$ cat src/rtl/pdmck_pkg.sv
package pdmck_pkg;
  localparam int unsigned RATIO_W = 8;

  // Number of bit clocks per output sample for an oversampling code.
  function automatic logic [RATIO_W-1:0] osr_ratio(input logic [2:0] code);
    return (code == 3'd1) ? RATIO_W'(64) : RATIO_W'(128);
  endfunction

  // Selected-source enables in one half of the bit clock.
  function automatic int unsigned half_ticks(input int unsigned presc);
    return presc + 1;
  endfunction
endpackage

$ cat src/rtl/pdmck_src_mux.sv
module pdmck_src_mux #(
  parameter int NSRC  = 2,
  parameter int SEL_W = 1
) (
  input  logic [NSRC-1:0]  ticks,
  input  logic [SEL_W-1:0] sel,
  output logic             tick
);
  logic [NSRC-1:0] hit;

  for (genvar g = 0; g < NSRC; g++) begin : g_src
    assign hit[g] = ticks[g] & (sel == SEL_W'(g));
  end

  assign tick = |hit;
endmodule

$ cat src/rtl/pdmck_halfdiv.sv
module pdmck_halfdiv #(
  parameter int PRESC_W = 7
) (
  input  logic               clk,
  input  logic               rst_n,
  input  logic               run,
  input  logic               tick,
  input  logic [PRESC_W-1:0] limit,
  output logic               pdm_clk,
  output logic               rise_evt,
  output logic               fall_evt,
  output logic [PRESC_W-1:0] cnt
);
  logic [PRESC_W-1:0] cnt_q;
  logic               clk_q;
  logic               step;
  logic               at_lim;

  assign step     = run & tick;
  assign at_lim   = (cnt_q == limit);
  assign rise_evt = step & at_lim & ~clk_q;
  assign fall_evt = step & at_lim & clk_q;

  always_ff @(posedge clk or negedge rst_n) begin
    if (!rst_n) begin
      cnt_q <= '0;
      clk_q <= 1'b0;
    end else if (!run) begin
      cnt_q <= '0;
      clk_q <= 1'b0;
    end else if (step) begin
      if (at_lim) begin
        cnt_q <= '0;
        clk_q <= ~clk_q;
      end else begin
        cnt_q <= cnt_q + 1'b1;
      end
    end
  end

  assign pdm_clk = clk_q;
  assign cnt     = cnt_q;
endmodule

$ cat src/rtl/pdmck_framer.sv
module pdmck_framer
  import pdmck_pkg::*;
#(
  parameter int CNT_W = 7
) (
  input  logic       clk,
  input  logic       rst_n,
  input  logic       run,
  input  logic       rise_evt,
  input  logic [2:0] code,
  output logic       frame_evt
);
  logic [CNT_W-1:0]   rcnt_q;
  logic [RATIO_W-1:0] ratio;
  logic               last;

  assign ratio     = osr_ratio(code);
  assign last      = ({1'b0, rcnt_q} == (ratio - 1'b1));
  assign frame_evt = run & rise_evt & last;

  always_ff @(posedge clk or negedge rst_n) begin
    if (!rst_n) begin
      rcnt_q <= '0;
    end else if (!run) begin
      rcnt_q <= '0;
    end else if (rise_evt) begin
      rcnt_q <= last ? '0 : rcnt_q + 1'b1;
    end
  end
endmodule

$ cat src/rtl/mic_bitclk_gen.sv
module mic_bitclk_gen
  import pdmck_pkg::*;
#(
  parameter int PRESC_W = 7,
  parameter int NSRC    = 2,
  parameter int OSR_W   = 3,
  parameter int SEL_W   = (NSRC > 1) ? $clog2(NSRC) : 1
) (
  input  logic               clk,
  input  logic               rst_n,
  input  logic               run,
  input  logic [NSRC-1:0]    src_ticks,
  input  logic [SEL_W-1:0]   src_sel,
  input  logic [PRESC_W-1:0] prescale,
  input  logic [OSR_W-1:0]   osr_code,
  output logic               pdm_clk,
  output logic               bit_strobe,
  output logic               sample_strobe
);
  localparam int FRAME_CNT_W = RATIO_W - 1;

  // Active settings, reloaded only while idle or at a boundary.
  logic [PRESC_W-1:0] presc_act;
  logic [SEL_W-1:0]   sel_act;
  logic [2:0]         osr_act;

  logic               sel_tick;
  logic               rise_evt;
  logic               fall_evt;
  logic               frame_evt;
  logic [PRESC_W-1:0] div_cnt;
  logic               bit_q;
  logic               frame_q;

  pdmck_src_mux #(.NSRC(NSRC), .SEL_W(SEL_W)) u_mux (
    .ticks (src_ticks),
    .sel   (sel_act),
    .tick  (sel_tick)
  );

  pdmck_halfdiv #(.PRESC_W(PRESC_W)) u_div (
    .clk      (clk),
    .rst_n    (rst_n),
    .run      (run),
    .tick     (sel_tick),
    .limit    (presc_act),
    .pdm_clk  (pdm_clk),
    .rise_evt (rise_evt),
    .fall_evt (fall_evt),
    .cnt      (div_cnt)
  );

  pdmck_framer #(.CNT_W(FRAME_CNT_W)) u_frm (
    .clk       (clk),
    .rst_n     (rst_n),
    .run       (run),
    .rise_evt  (rise_evt),
    .code      (osr_act),
    .frame_evt (frame_evt)
  );

  always_ff @(posedge clk or negedge rst_n) begin
    if (!rst_n) begin
      presc_act <= '0;
      sel_act   <= '0;
    end else if (!run || rise_evt) begin
      presc_act <= prescale;
      sel_act   <= src_sel;
    end
  end

  always_ff @(posedge clk or negedge rst_n) begin
    if (!rst_n) begin
      osr_act <= '0;
    end else if (!run || frame_evt) begin
      osr_act <= 3'(osr_code);
    end
  end

  always_ff @(posedge clk or negedge rst_n) begin
    if (!rst_n) begin
      bit_q   <= 1'b0;
      frame_q <= 1'b0;
    end else begin
      bit_q   <= run & rise_evt;
      frame_q <= run & frame_evt;
    end
  end

  assign bit_strobe    = bit_q;
  assign sample_strobe = frame_q;
endmodule

$ cat config.mk
export PLATFORM = sky130hd
export DESIGN_NAME = mic_bitclk_gen
export DESIGN_NICKNAME = d
export VERILOG_FILES = /design/src/rtl/pdmck_pkg.sv /design/src/rtl/pdmck_src_mux.sv /design/src/rtl/pdmck_halfdiv.sv /design/src/rtl/pdmck_framer.sv /design/src/rtl/mic_bitclk_gen.sv
export SDC_FILE = /design/constraint.sdc
export NUM_CORES = 1
export LEC_CHECK = 0
export ABC_AREA = 1
export BUFFER_PORTS_ARGS = -buffer_cell sky130_fd_sc_hd__buf_4
export CAP_MARGIN = 20
export CORE_ASPECT_RATIO = 1.75
export CORE_UTILIZATION = 54
export CTS_CLUSTER_SIZE = 14
export DETAILED_ROUTE_END_ITERATION = 10
export PLACE_DENSITY_LB_ADDON = 0.3
export SETUP_SLACK_MARGIN = 0.02
export SLEW_MARGIN = 25
export SYNTH_ARGS = -nofsm -noshare
export SYNTH_HDL_FRONTEND = slang
export SYNTH_SLANG_ARGS = --single-unit
$ cat constraint.sdc
create_clock -name clk -period 1.6 [get_ports clk]
set_input_delay 0.16 -clock clk [delete_from_list [all_inputs] [get_ports clk]]
set_output_delay 0.16 -clock clk [all_outputs]
set_load 0.01 [all_outputs]
==> metrics.md <==
| Metric | Value |
|---|---|
| Number of buffers on the longest clock path | 2 |
| Length of the first detailed-routing pass in iterations | 4 |
| Worst skew pair latency | 0.28 ns |
| Portion of synthesized cell area occupied by the leading cell type | 44.6% |
| Worst-case hold path end point | presc_act[1] |
| Time the final worst path needs with I/O delays and setup | around 1.5 ns |
| Clock Sinks | 28 |
| Net switching fraction of the power | 27.5% |
| Critical path data required time | between 1.5 and 2 ns |
| Post-Synthesis Mean Instance Area | ~7.6 sq um |
| Class of the worst hold path | in -> reg |
| Proportion of power drawn by flip-flops and latches | 52.2% |
| Final setup violation count | 0 |
| Antenna violations before repair | 0 |
| Measured slew at the worst slew-check pin | 0.366 ns |
| Setup slack of the most critical reg-to-reg path | about 0.15 ns |
| Fill cell instance count of the final layout | 242 |
| Reg2reg path depth | 7 |
| Util after Layout | around two thirds |
| Final clock period utilization by the worst path | a little over 90% |
| Crit end category | register |
| Port buffer count | 18 |
| Via-to-Cell Ratio | about 5.2 |
| Antenna diode instance count | 0 |
| Leading post-synthesis cells by cell area | sky130_fd_sc_hd__dfrtp_1, sky130_fd_sc_hd__nand2_1, sky130_fd_sc_hd__nand3_1 |
| Setup TNS | 0 ns |
| Final cell count without fillers | 260 |
| HP Start | prescale[1] |
| Number of buffers created by CTS | 3 |
| Worst-case clock skew | 0.00290 ns |
| Psw | between 0.0004 and 0.0005 W |
| Fmax | about 0.7 GHz |
| Area of the die | about 0.0031 sq mm |
| Post-synthesis to final-layout area growth | 17.6% |
| Setup CP Type | reg -> reg |
| Site row count | 25 |
| Worst reg2reg path startpoint | u_div.cnt[1] |
| Clock input transition at the sequential cells of the worst setup and hold paths | 0.09 ns |
| Run status | finished clean |
| Total I/O pin count | 19 |
| Clock tree from TritonCTS | yes |
| Areal power density over the cells | 810 mW/mm^2 |
| Endpoint of the worst-slack reg-to-reg timing path | osr_act[0] |
| Cell area after synthesis | about 0.0016 sq mm |
| Cell type with the highest aggregate area in the netlist | sky130_fd_sc_hd__dfrtp_1 |
| Overall Global Routing Usage | 22.5% |
| Half-perimeter wire length after detailed placement | about 2400 microns |
| Critical-path maximum fanout | 18 |
| Final-report hold violation count | 0 |
| Final weighted congestion of routability-driven global placement | approximately 0.84 |
| Share of layout cells above drive strength 1 | roughly 22% |
| Remaining routing DRC violations | 0 |
| Number of nets in the final layout | roughly 250 |
| Highest-count cells in the layout ignoring fill and taps | sky130_fd_sc_hd__nand2_1, sky130_fd_sc_hd__nand3_1, sky130_fd_sc_hd__dfrtp_1 |
| Worst slew margin | roughly 76% |
| Worst-case setup slack after placement | about 0.055 ns |
| Minimum setup slack in the final design | about 0.15 ns |
| Yosys reg bits | 28 |
| Largest net degree at the start of global routing | 29 |
| Proportion of power drawn by the clock network | approximately 29% |
| Number of unique standard cell types used by synthesis | 25 |
| WP data arrival | around 1.7 ns |
| Via count | ~1.4k |
| Number of warning messages in the yosys log | 0 |
| Initial DRC count | 29 |
| # H-tree levels | 1 |
| Start point of the critical path | u_div.cnt[1] |
| Type of origin of the critical path | register |
| Via count of the first global-routing pass | roughly 1.3k |
| Die H | around 73 microns |
| Count of max-cap constraint violations | 0 |
| Overall die width | about 43 microns |
| Clock root buffer | sky130_fd_sc_hd__clkbuf_8 |
| Wire length reported by the detailed router | between 3000 and 4000 microns |
| Total congestion overflow | 0 |
| Leak | about 0.98 nW |
| Internal Dissipation | ~0.0011 W |
| Synthesized instance count | a little over 200 |
| Peak VDD IR | roughly 0.00057 V |
| Leading cell type in the layout, fill and taps excluded | sky130_fd_sc_hd__nand2_1 |
| Proportion of synthesized chip area in sequential cells | roughly 45% |
| Synth Net Count | between 200 and 250 |
| First-pass GRT wire length | roughly 5400 microns |
| Antenna viol nets, final | 0 |
| Instance count along the most critical hold path | 3 |
| Placed Instances | about 250 |
| Logic gate share of total power | 18.4% |
| Final routed wire length divided by cell count | roughly 12 microns |
| Final Max Tran Viols | 0 |
| Initial core utilization | ~58% |
| Core footprint | roughly 0.0027 sq mm |
| Setup repair after global routing missed its margin | true |
-- layer usage --
metal | GRT usage, % | wire (microns) | up-vias
li1 | - | - | 697
met1 | 24.9 | 1240 | 634
met2 | 41.9 | 1800 | 14
met3 | 2.70 | 51 | 5
met4 | 9.38 | 44 | 0
met5 | 0 | 0 | -
-- timing repair --
item                                   4_1_cts  5_1_grt
hold buffers                                 1        0
gates resized for setup                      0        6
buffers inserted                             0        2
endpoints found under the hold margin       28        0
setup endpoints to repair                    0       25
-- cells in the mapped netlist --
library cell and n:
sky130_fd_sc_hd__nor2_2 3, sky130_fd_sc_hd__o21ai_2 6, sky130_fd_sc_hd__o21ai_0 4, sky130_fd_sc_hd__nor3_1 1, sky130_fd_sc_hd__nor2_1 13, sky130_fd_sc_hd__inv_6 1
sky130_fd_sc_hd__dfrtp_1 28, sky130_fd_sc_hd__buf_2 2, sky130_fd_sc_hd__nand3_2 1, sky130_fd_sc_hd__nand3_1 30, sky130_fd_sc_hd__nand4_1 3, sky130_fd_sc_hd__inv_1 24
sky130_fd_sc_hd__inv_2 2, sky130_fd_sc_hd__nand2_4 1, sky130_fd_sc_hd__xor2_1 2, sky130_fd_sc_hd__nand2_1 66, sky130_fd_sc_hd__buf_12 1, sky130_fd_sc_hd__a21oi_1 3
sky130_fd_sc_hd__and2_1 1, sky130_fd_sc_hd__nand3b_1 3, sky130_fd_sc_hd__nand2_2 2, sky130_fd_sc_hd__buf_6 1, sky130_fd_sc_hd__xnor2_1 4, sky130_fd_sc_hd__clkinv_1 2
sky130_fd_sc_hd__ha_1 2
-- power groups by stage --
stage,combinational [W],clock [W],sequential (W)
after floorplan,0.000174,0,0.000789
after global placement,0.000253,0,0.000793
after detailed placement,0.000258,0,0.000796
after CTS,0.000262,0.000440,0.000782
after global routing,0.000310,0.000468,0.000786
final,0.000275,0.000441,0.000781
-- per-stage QoR --
stage               total power [W]  hold slack [ns]  cell area, sq um
floorplan                  0.000963           -0.136              1570
global placement            0.00105           0.0977              1750
detailed placement          0.00105           0.0982              1750
CTS                         0.00148           0.0829              1810
global route                0.00156           0.0846              1850
finish                      0.00150           0.0751              1850
-- critical path, cell delays in order, from the launching register on --
cell and delay, ns:
sky130_fd_sc_hd__dfrtp_1 0.43, sky130_fd_sc_hd__xnor2_1 0.22, sky130_fd_sc_hd__inv_1 0.08, sky130_fd_sc_hd__nor2_2 0.14, sky130_fd_sc_hd__nand3_2 0.13, sky130_fd_sc_hd__nand2_4 0.22
sky130_fd_sc_hd__nand3_1 0.11, sky130_fd_sc_hd__nand2_1 0.07
-- worst max-delay path by stage --
stage | endpoint | slack, ns
after floorplan | osr_act[0] | 0.22
after global placement | osr_act[0] | 0.11
after detailed placement | osr_act[2] | 0.06
after CTS | osr_act[2] | 0.03
after global routing | osr_act[0] | 0.006
final | osr_act[0] | 0.15
-- sequential cells by signal, indices dropped and copies added, names as in the netlist --
signal and cells:
bit_strobe 1, osr_act 3, presc_act 7, sample_strobe 1
sel_act 1, u_div.cnt 7, u_div.pdm_clk 1, u_frm.rcnt_q 7
-- logic make-up after synthesis --
group                    after synthesis  synth area share (%)
AO/OA/AOI/OAI                         13                  5.57
XOR/XNOR                               6                  3.34
adder cells (fa/ha/maj)                2                  1.59
buffers and inverters                 33                  9.87
flip-flops                            28                  44.6
AND/OR/NAND/NOR                      124                  35.1
-- area by class of cell --
| type | count | area (sq um) | share of cell area, % |
|---|---|---|---|
| well taps | 27 | 33.8 | 1.83 |
| clock buffers | 4 | 55.1 | 2.98 |
| multi-input cells | 145 | 737 | 39.9 |
| inverters | 29 | 114 | 6.16 |
| repair buffers | 27 | 209 | 11.3 |
| flip-flops and latches | 28 | 701 | 37.9 |
Power figures use the tool's default switching activity.
